--- config.mk ---
export PLATFORM = sky130hd
export DESIGN_NAME = flash_seg_guard
export DESIGN_NICKNAME = d
export VERILOG_FILES = /design/src/rtl/seg_guard_pkg.sv /design/src/rtl/seg_rule_check.sv /design/src/rtl/seg_reg_window.sv /design/src/rtl/flash_seg_guard.sv
export SDC_FILE = /design/constraint.sdc
export NUM_CORES = 1
export LEC_CHECK = 0
export ABC_AREA = 1
export BUFFER_PORTS_ARGS = -buffer_cell sky130_fd_sc_hd__buf_2
export CORE_UTILIZATION = 32
export DETAILED_ROUTE_END_ITERATION = 7
export PLACE_DENSITY = 0.6
export SYNTH_ARGS = -nofsm -noshare
export SYNTH_HDL_FRONTEND = slang
export SYNTH_SLANG_ARGS = --single-unit
--- constraint.sdc ---
create_clock -name clk -period 5.5 [get_ports clk]
set_clock_uncertainty 0.1 [all_clocks]
set_input_delay 0.55 -clock clk [delete_from_list [all_inputs] [get_ports clk]]
set_output_delay 0.55 -clock clk [all_outputs]
set_load 0.01 [all_outputs]
--- src/rtl/seg_guard_pkg.sv ---
package seg_guard_pkg;

    // Highest byte offset of the register window that is answered without error.
    localparam int unsigned WIN_LAST_BYTE = 'h2B;

    // Word indices (byte offset / 4) of the readable registers.
    localparam int unsigned WI_FETCH_HI = 'h18 >> 2;
    localparam int unsigned WI_FETCH_LO = 'h1C >> 2;
    localparam int unsigned WI_PRIV_HI  = 'h20 >> 2;
    localparam int unsigned WI_PRIV_LO  = 'h24 >> 2;
    localparam int unsigned WI_CONFIG   = 'h28 >> 2;

    // Configuration word: segment count in [7:0], log2 segment bytes in [20:16].
    function automatic logic [31:0] config_word(input int unsigned seg_count,
                                                input int unsigned seg_log2);
        logic [31:0] w;
        w        = '0;
        w[7:0]   = 8'(seg_count);
        w[20:16] = 5'(seg_log2);
        return w;
    endfunction

endpackage

--- src/rtl/seg_rule_check.sv ---
module seg_rule_check #(
    parameter int unsigned SEG_COUNT = 64,
    localparam int unsigned SEG_W = $clog2(SEG_COUNT)
) (
    input  logic [SEG_W-1:0]     seg_idx,
    input  logic                 is_fetch,
    input  logic                 is_priv,
    input  logic [SEG_COUNT-1:0] fetch_only,
    input  logic [SEG_COUNT-1:0] priv_only,
    output logic                 deny
);
    logic hit_fetch_only;
    logic hit_priv_only;

    always_comb begin
        hit_fetch_only = fetch_only[seg_idx];
        hit_priv_only  = priv_only[seg_idx];
        // data reads are refused in fetch-only segments; user code in privileged ones
        deny = (hit_fetch_only && !is_fetch) || (hit_priv_only && !is_priv);
    end
endmodule

--- src/rtl/seg_reg_window.sv ---
module seg_reg_window
    import seg_guard_pkg::*;
#(
    parameter int unsigned SEG_COUNT   = 64,
    parameter int unsigned FLASH_BYTES = 65536,
    parameter int unsigned PADDR_W     = 8
) (
    input  logic                 clk,
    input  logic                 rst_n,
    input  logic [SEG_COUNT-1:0] fetch_only,
    input  logic [SEG_COUNT-1:0] priv_only,
    input  logic                 psel,
    input  logic                 penable,
    input  logic                 pwrite,
    input  logic [PADDR_W-1:0]   paddr,
    output logic [31:0]          prdata,
    output logic                 pslverr
);
    localparam int unsigned SEG_LOG2 = $clog2(FLASH_BYTES / SEG_COUNT);
    localparam logic [31:0] CFG_WORD = config_word(SEG_COUNT, SEG_LOG2);

    typedef struct packed {
        logic [31:0] rdata;
        logic        err;
    } win_state_t;

    win_state_t win_d, win_q;
    logic [31:0] fo_hi, fo_lo, po_hi, po_lo;
    logic [31:0] sel_word;
    logic        access_ph;

    generate
        if (SEG_COUNT > 32) begin : g_wide
            assign fo_hi = fetch_only[SEG_COUNT-1:32];
            assign po_hi = priv_only[SEG_COUNT-1:32];
        end else begin : g_narrow
            assign fo_hi = '0;
            assign po_hi = '0;
        end
    endgenerate
    assign fo_lo = fetch_only[31:0];
    assign po_lo = priv_only[31:0];

    always_comb begin
        case (int'(paddr[PADDR_W-1:2]))
            WI_FETCH_HI: sel_word = fo_hi;
            WI_FETCH_LO: sel_word = fo_lo;
            WI_PRIV_HI:  sel_word = po_hi;
            WI_PRIV_LO:  sel_word = po_lo;
            WI_CONFIG:   sel_word = CFG_WORD;
            default:     sel_word = '0;
        endcase
    end

    always_comb begin
        win_d = win_q;
        if (!rst_n) begin
            win_d = '0;
        end else if (psel && !penable) begin
            win_d.err   = (paddr > PADDR_W'(WIN_LAST_BYTE));
            win_d.rdata = (pwrite || win_d.err) ? '0 : sel_word;
        end
    end

    always_ff @(posedge clk) begin
        win_q <= win_d;
    end

    assign access_ph = psel && penable;
    assign prdata    = access_ph ? win_q.rdata : '0;
    assign pslverr   = access_ph && win_q.err;


    err_offset_chk: assert property (@(posedge clk) disable iff (!rst_n)
        pslverr |-> ($past(paddr) > PADDR_W'(WIN_LAST_BYTE)));

    err_zero_data_chk: assert property (@(posedge clk) disable iff (!rst_n)
        pslverr |-> (prdata == '0));
endmodule

--- src/rtl/flash_seg_guard.sv ---
module flash_seg_guard #(
    parameter int unsigned FLASH_BYTES = 65536,
    parameter int unsigned SEG_COUNT   = 64,
    localparam int unsigned ADDR_W = $clog2(FLASH_BYTES),
    localparam int unsigned SEG_W  = $clog2(SEG_COUNT)
) (
    input  logic                 clk,
    input  logic                 rst_n,
    input  logic [SEG_COUNT-1:0] cfg_fetch_only,
    input  logic [SEG_COUNT-1:0] cfg_priv_only,
    input  logic                 req_valid,
    input  logic [ADDR_W-1:0]    req_addr,
    input  logic                 req_fetch,
    input  logic                 req_priv,
    output logic                 fl_rd_en,
    output logic [ADDR_W-1:0]    fl_addr,
    input  logic [31:0]          fl_rdata,
    output logic                 rsp_valid,
    output logic                 rsp_err,
    output logic [31:0]          rsp_data,
    input  logic                 psel,
    input  logic                 penable,
    input  logic                 pwrite,
    input  logic [7:0]           paddr,
    output logic [31:0]          prdata,
    output logic                 pslverr
);
    typedef struct packed {
        logic [SEG_COUNT-1:0] fetch_only;
        logic [SEG_COUNT-1:0] priv_only;
        logic                 rsp_valid;
        logic                 rsp_err;
    } guard_state_t;

    guard_state_t g_d, g_q;
    logic         deny;
    logic [SEG_W-1:0] seg_idx;

    assign seg_idx = req_addr[ADDR_W-1 -: SEG_W];

    seg_rule_check #(.SEG_COUNT(SEG_COUNT)) u_rule (
        .seg_idx    (seg_idx),
        .is_fetch   (req_fetch),
        .is_priv    (req_priv),
        .fetch_only (g_q.fetch_only),
        .priv_only  (g_q.priv_only),
        .deny       (deny)
    );

    always_comb begin
        g_d = g_q;
        if (!rst_n) begin
            g_d.fetch_only = cfg_fetch_only;
            g_d.priv_only  = cfg_priv_only;
            g_d.rsp_valid  = 1'b0;
            g_d.rsp_err    = 1'b0;
        end else begin
            g_d.rsp_valid = req_valid;
            g_d.rsp_err   = req_valid && deny;
        end
    end

    always_ff @(posedge clk) begin
        g_q <= g_d;
    end

    assign fl_rd_en  = rst_n && req_valid && !deny;
    assign fl_addr   = req_addr;
    assign rsp_valid = g_q.rsp_valid;
    assign rsp_err   = g_q.rsp_err;
    assign rsp_data  = (g_q.rsp_valid && !g_q.rsp_err) ? fl_rdata : '0;

    seg_reg_window #(
        .SEG_COUNT   (SEG_COUNT),
        .FLASH_BYTES (FLASH_BYTES),
        .PADDR_W     (8)
    ) u_win (
        .clk        (clk),
        .rst_n      (rst_n),
        .fetch_only (g_q.fetch_only),
        .priv_only  (g_q.priv_only),
        .psel       (psel),
        .penable    (penable),
        .pwrite     (pwrite),
        .paddr      (paddr),
        .prdata     (prdata),
        .pslverr    (pslverr)
    );


    rsp_follows_req_chk: assert property (@(posedge clk) disable iff (!rst_n)
        req_valid |=> rsp_valid);

    no_read_on_deny_chk: assert property (@(posedge clk) disable iff (!rst_n)
        (rsp_valid && rsp_err) |-> $past(req_valid && !fl_rd_en));
endmodule

[Word level (Yosys, flattened, before mapping)]
Cells that the tools add are included.
Cells by class
  order comparisons: 2
  eq/ne operators: 5
  reductions and logical operators: 16
  multiplexer cells: 8
Operator list (number)
  32-bit case mux with 5 select lines: 1
  32-bit two-way mux: 3
  6-bit by 4-bit equality test with 1-bit output, second input constant: 3
  1-bit binary-select mux with 6-bit select: 2
  6-bit by 3-bit equality test with 1-bit output, second input constant: 2
  1-bit logical AND: 9
  8-bit by 6-bit greater-than comparator with 1-bit output, second input constant: 1
  6-bit by 7-bit < comparator with 1-bit output, second input constant: 1
  1-bit zero test: 5
  1-bit logical OR: 2
  1-bit two-way mux: 2
Storage, ports and cells
  register bits: 163

[Depth between registers and ports, before layout]
  word-level depth: 6
  depth in mapped cells: 14

[Hierarchy]
From an unflattened synthesis, not the netlist that was laid out.
Unflattened totals
  cells, all modules: 1050
  area total of the unflattened synthesis: 8479.4 µm²
By module, submodules not included
  flash_seg_guard: seq. area each 3883.7 µm², cells an instance 221, area each 4385.5 µm², times used 1
  seg_reg_window: seq. area each 660.6 µm², cells an instance 524, area each 2730.1 µm², times used 1
  seg_rule_check: seq. area each 0.0 µm², cells an instance 305, area each 1363.8 µm², times used 1

[Worst setup path before layout]
Ideal clock, no wire load.
  path kind: input to register
  start point: input port rst_n
  end point: register g_q[100] (netlist bit) (enable)
  setup time: 543 ps
  arrival time: 4314 ps
  cell stages on the path: 2
  setup slack: 544 ps
  path buffers: 1
  path through: clkinv_1 -> clkbuf_1
RTL lines
  start: declaration: line flash_seg_guard.sv:8  | input logic rst_n,
  end signal: assignment: line flash_seg_guard.sv:64  | g_q <= g_d;
  end: declaration: line flash_seg_guard.sv:35  | guard_state_t g_d, g_q;
No word-level cell between the ends.

[Final worst setup path]
  start point: input port req_addr[10]
  end point: output port fl_rd_en
Between the ends
  longest elaborated chain between the ends: 6
  elaborated cells on any way between the ends: 9
  those cells by class: mux: 4; reduce/logical: 5
Ends and longest elaborated chain
  start: declaration: line flash_seg_guard.sv:12  | input logic [ADDR_W-1:0] req_addr,
  1-bit binary-select mux with 6-bit select, on equally long branches: line seg_rule_check.sv:16, seg_rule_check.sv:17
  1-bit two-way mux, on equally long branches: line seg_rule_check.sv:16, seg_rule_check.sv:17
  1-bit logical AND: line seg_rule_check.sv:19  | deny = (hit_fetch_only && !is_fetch) || (hit_priv_only && !is_priv);
  1-bit logical OR *: line seg_rule_check.sv:19
  1-bit zero test *: line flash_seg_guard.sv:67  | assign fl_rd_en = rst_n && req_valid && !deny;
  1-bit logical AND *: line flash_seg_guard.sv:67
  end: declaration: line flash_seg_guard.sv:15  | output logic fl_rd_en,
Mark *: on every way between the ends. The rest lies on a longest branch, timed or not. The select of a mux whose other input is x is not followed.

==> impl_results.md <==
- Post-synth net total: 1226
- Pwr dens: 286 mW/mm²
- Crit-path max FO: 70
- RSZ-0062 raised after global routing: no
- # rows: 59
- Post-Synthesis Cell Area: 0.00842 mm²
- DR pass1 iterations: 5
- F_max: 268 MHz
- End-of-flow core utilization: 39.8%
- Critical Path AT: 3.08 ns
- Critical Path Start Type: input pin
- CTS Sinks: 163
- Number of H-tree levels: 4
- Layout cells sized above 1: 26.6%
- Placer Congestion: 0.893
- HP Class: in -> reg
- Placed Cells: 1561
- Net count, final: 1437
- Initial DRC count: 696
- Seq/Total Area, Yosys: 54.0%
- Drt total wl: 26.9 mm
- CTS Buffer Depth: 2
- Worst Max-Slew Pin Slew: 1.07 ns
- Initial core utilization: 32.5%
- GRT overflow: 0
- TritonCTS clock tree: yes
- Antenna Nets Post-Route: 0
- Clock Pin Slew Worst Setup and Hold Paths: 0.07 ns
- Area Growth Syn to Fin: 22.6%
- CP Capture Type: output pin
- Crit path cell chain: buf_2 -> buf_4 -> inv_2 -> nand2_1 -> nand3_1 -> nand3_1 -> nand2_1 -> nand2_1 -> nand3_1 -> nand3_1 -> nand2_1 -> nand2_1 -> nand2_1 -> nor2_1 -> buf_2
- Post-Layout Cell Count: 1595
- Filler cells: 2658
- Largest net degree at the start of global routing: 116
- Cts bufs inserted: 17
- Most frequent cells in the layout: 255 x buf_2, 202 x nor2_1, 169 x nand2_1
- CP peak stage delay: 0.59 ns
- Peak VDD IR: 168 µV
- Clock Tree Root: clkbuf_16
- Die Wd: 164 µm
- Post-CTS Resized: 0
- # Max-Cap Violations: 0
- Leak pwr: 4.76 nW
- Worst path required time: 4.85 ns
- Avg WL per Cell: 16.9 µm
- Vias in the first global route: 7036
- Setup CP Type: in -> out
- Tmin final: 3.73 ns
- Critical Path Most Common Cell: nand2_1
- Cells after synthesis: 1034
- Vias post-DR: 7522
- Mean post-synth cell area: 8.14 µm²
- Post-CTS Setup Bufs: 0
- Period utilisation layout: 67.8%
- Crit-path slowest cell: inv_2
- Flops & latches, synth: 163
- GRT Total Usage: 20.1%
- Port buffer count: 255
- DR vias/cell: 4.72
- Sum of buffers and inverters on the critical path: 4
- Final Hold Viols: 0
- Die area: 0.0270 mm²
- Commonest non-fill, non-tap cell in the layout: buf_2
- Later-pin clock latency in the skew report: 0.43 ns
- Core area: 0.0259 mm²
- IO Pins: 276
- Antenna violations before repair: 3
- Delay-heaviest family, CP: buffers and inverters
- First-pass GRT wire length: 39.5 mm
- Status: finished, final reports clean
- CTS Hold Bufs: 0
- Residual DRC count: 0
- Post-DP HPWL: 19.7 mm
- Final setup fails: 0
- Die H: 164 µm
- Worst slew margin: 28.4%
- Count of cell types in the netlist: 29
- Sum of negative setup slack: 0 ns
- Slew Limit Fails: 0
- YS warnings: 0
registers in the layout, indices dropped and copies added, names as in the netlist:
name	flops
u_win.win_q	33
rsp_valid	1
rsp_err	1
g_q	128
metal layers:
metal	global-route usage (%)	up-vias	share of wire [%]
li1	-	3691	-
met1	26.1	3381	42
met2	33.3	400	47
met3	3.56	48	9.3
met4	6.99	2	2.0
met5	0	-	0.048
path summary, 6_finish.rpt:
kind	start	end	slack, ns	cells past startpoint
setup / recovery	req_addr[10]	fl_rd_en	1.77	15
hold / removal	cfg_priv_only[32]	g_q[34]	0.19	1
setup reg to reg	g_q[19]	rsp_err	3.93	10
hold reg to reg	u_win.win_q[0]	u_win.win_q[0]	0.37	2
layout make-up:
class | instances | area, µm² | area share, %
clock buffers | 20 | 458 | 4.44
well taps | 335 | 419 | 4.06
diodes | 2 | 5.00 | 0.0485
repair buffers | 263 | 1340 | 12.9
flip-flops and latches | 163 | 4540 | 44.0
clock inverters | 12 | 108 | 1.04
inverters | 167 | 632 | 6.12
multi-input cells | 633 | 2820 | 27.3
synth_stat cells:
library cell,count,area (µm²)
nor2_1,203,762
nand2_1,169,634
inv_1,160,601
nand3_1,149,746
edfxtp_1,128,3840
dfxtp_1,35,701
nor2_2,29,181
o21ai_0,28,140
buf_2,25,125
buf_4,21,158
o21ai_1,19,95.1
o22ai_1,19,119
clkbuf_1,17,63.8
a21oi_1,5,25.0
inv_2,5,18.8
buf_6,3,33.8
buf_8,3,45.0
buf_1,2,7.51
clkinv_1,2,7.51
nand2_4,2,22.5
o211ai_1,2,15.0
a211oi_1,1,7.51
a21oi_2,1,8.76
a22oi_1,1,7.51
nand3_2,1,10.0
nor2_4,1,11.3
nor3_1,1,5.00
nor3_4,1,16.3
o221ai_1,1,8.76
metrics by stage:
step / worst slack, ns / hold WS (ns) / power (W) / instance area, µm²
global placement: 1.84 / 0.364 / 0.00181 / 9750
floorplan: 0.544 / 0.339 / 0.00166 / 8420
global route: 1.52 / 0.160 / 0.00308 / 10300
CTS: 1.83 / 0.171 / 0.00298 / 10300
detailed placement: 1.84 / 0.368 / 0.00181 / 9750
finish: 1.77 / 0.188 / 0.00295 / 10300
cell families after synthesis:
logic type	Yosys count	synth area share [%]
AO/OA/AOI/OAI	77	5.07
flip-flops	163	54.0
buffers and inverters	238	12.6
AND/OR/NAND/NOR	556	28.4
report_power, final:
group | total [W] | switching [W] | internal (W)
Combinational | 0.000302 | 0.000190 | 0.000112
Clock | 0.00117 | 0.000548 | 0.000624
Sequential | 0.00148 | 0.0000583 | 0.00142
Total | 0.00295 | 0.000796 | 0.00215
No activity file was read; power rests on OpenSTA's default activity.
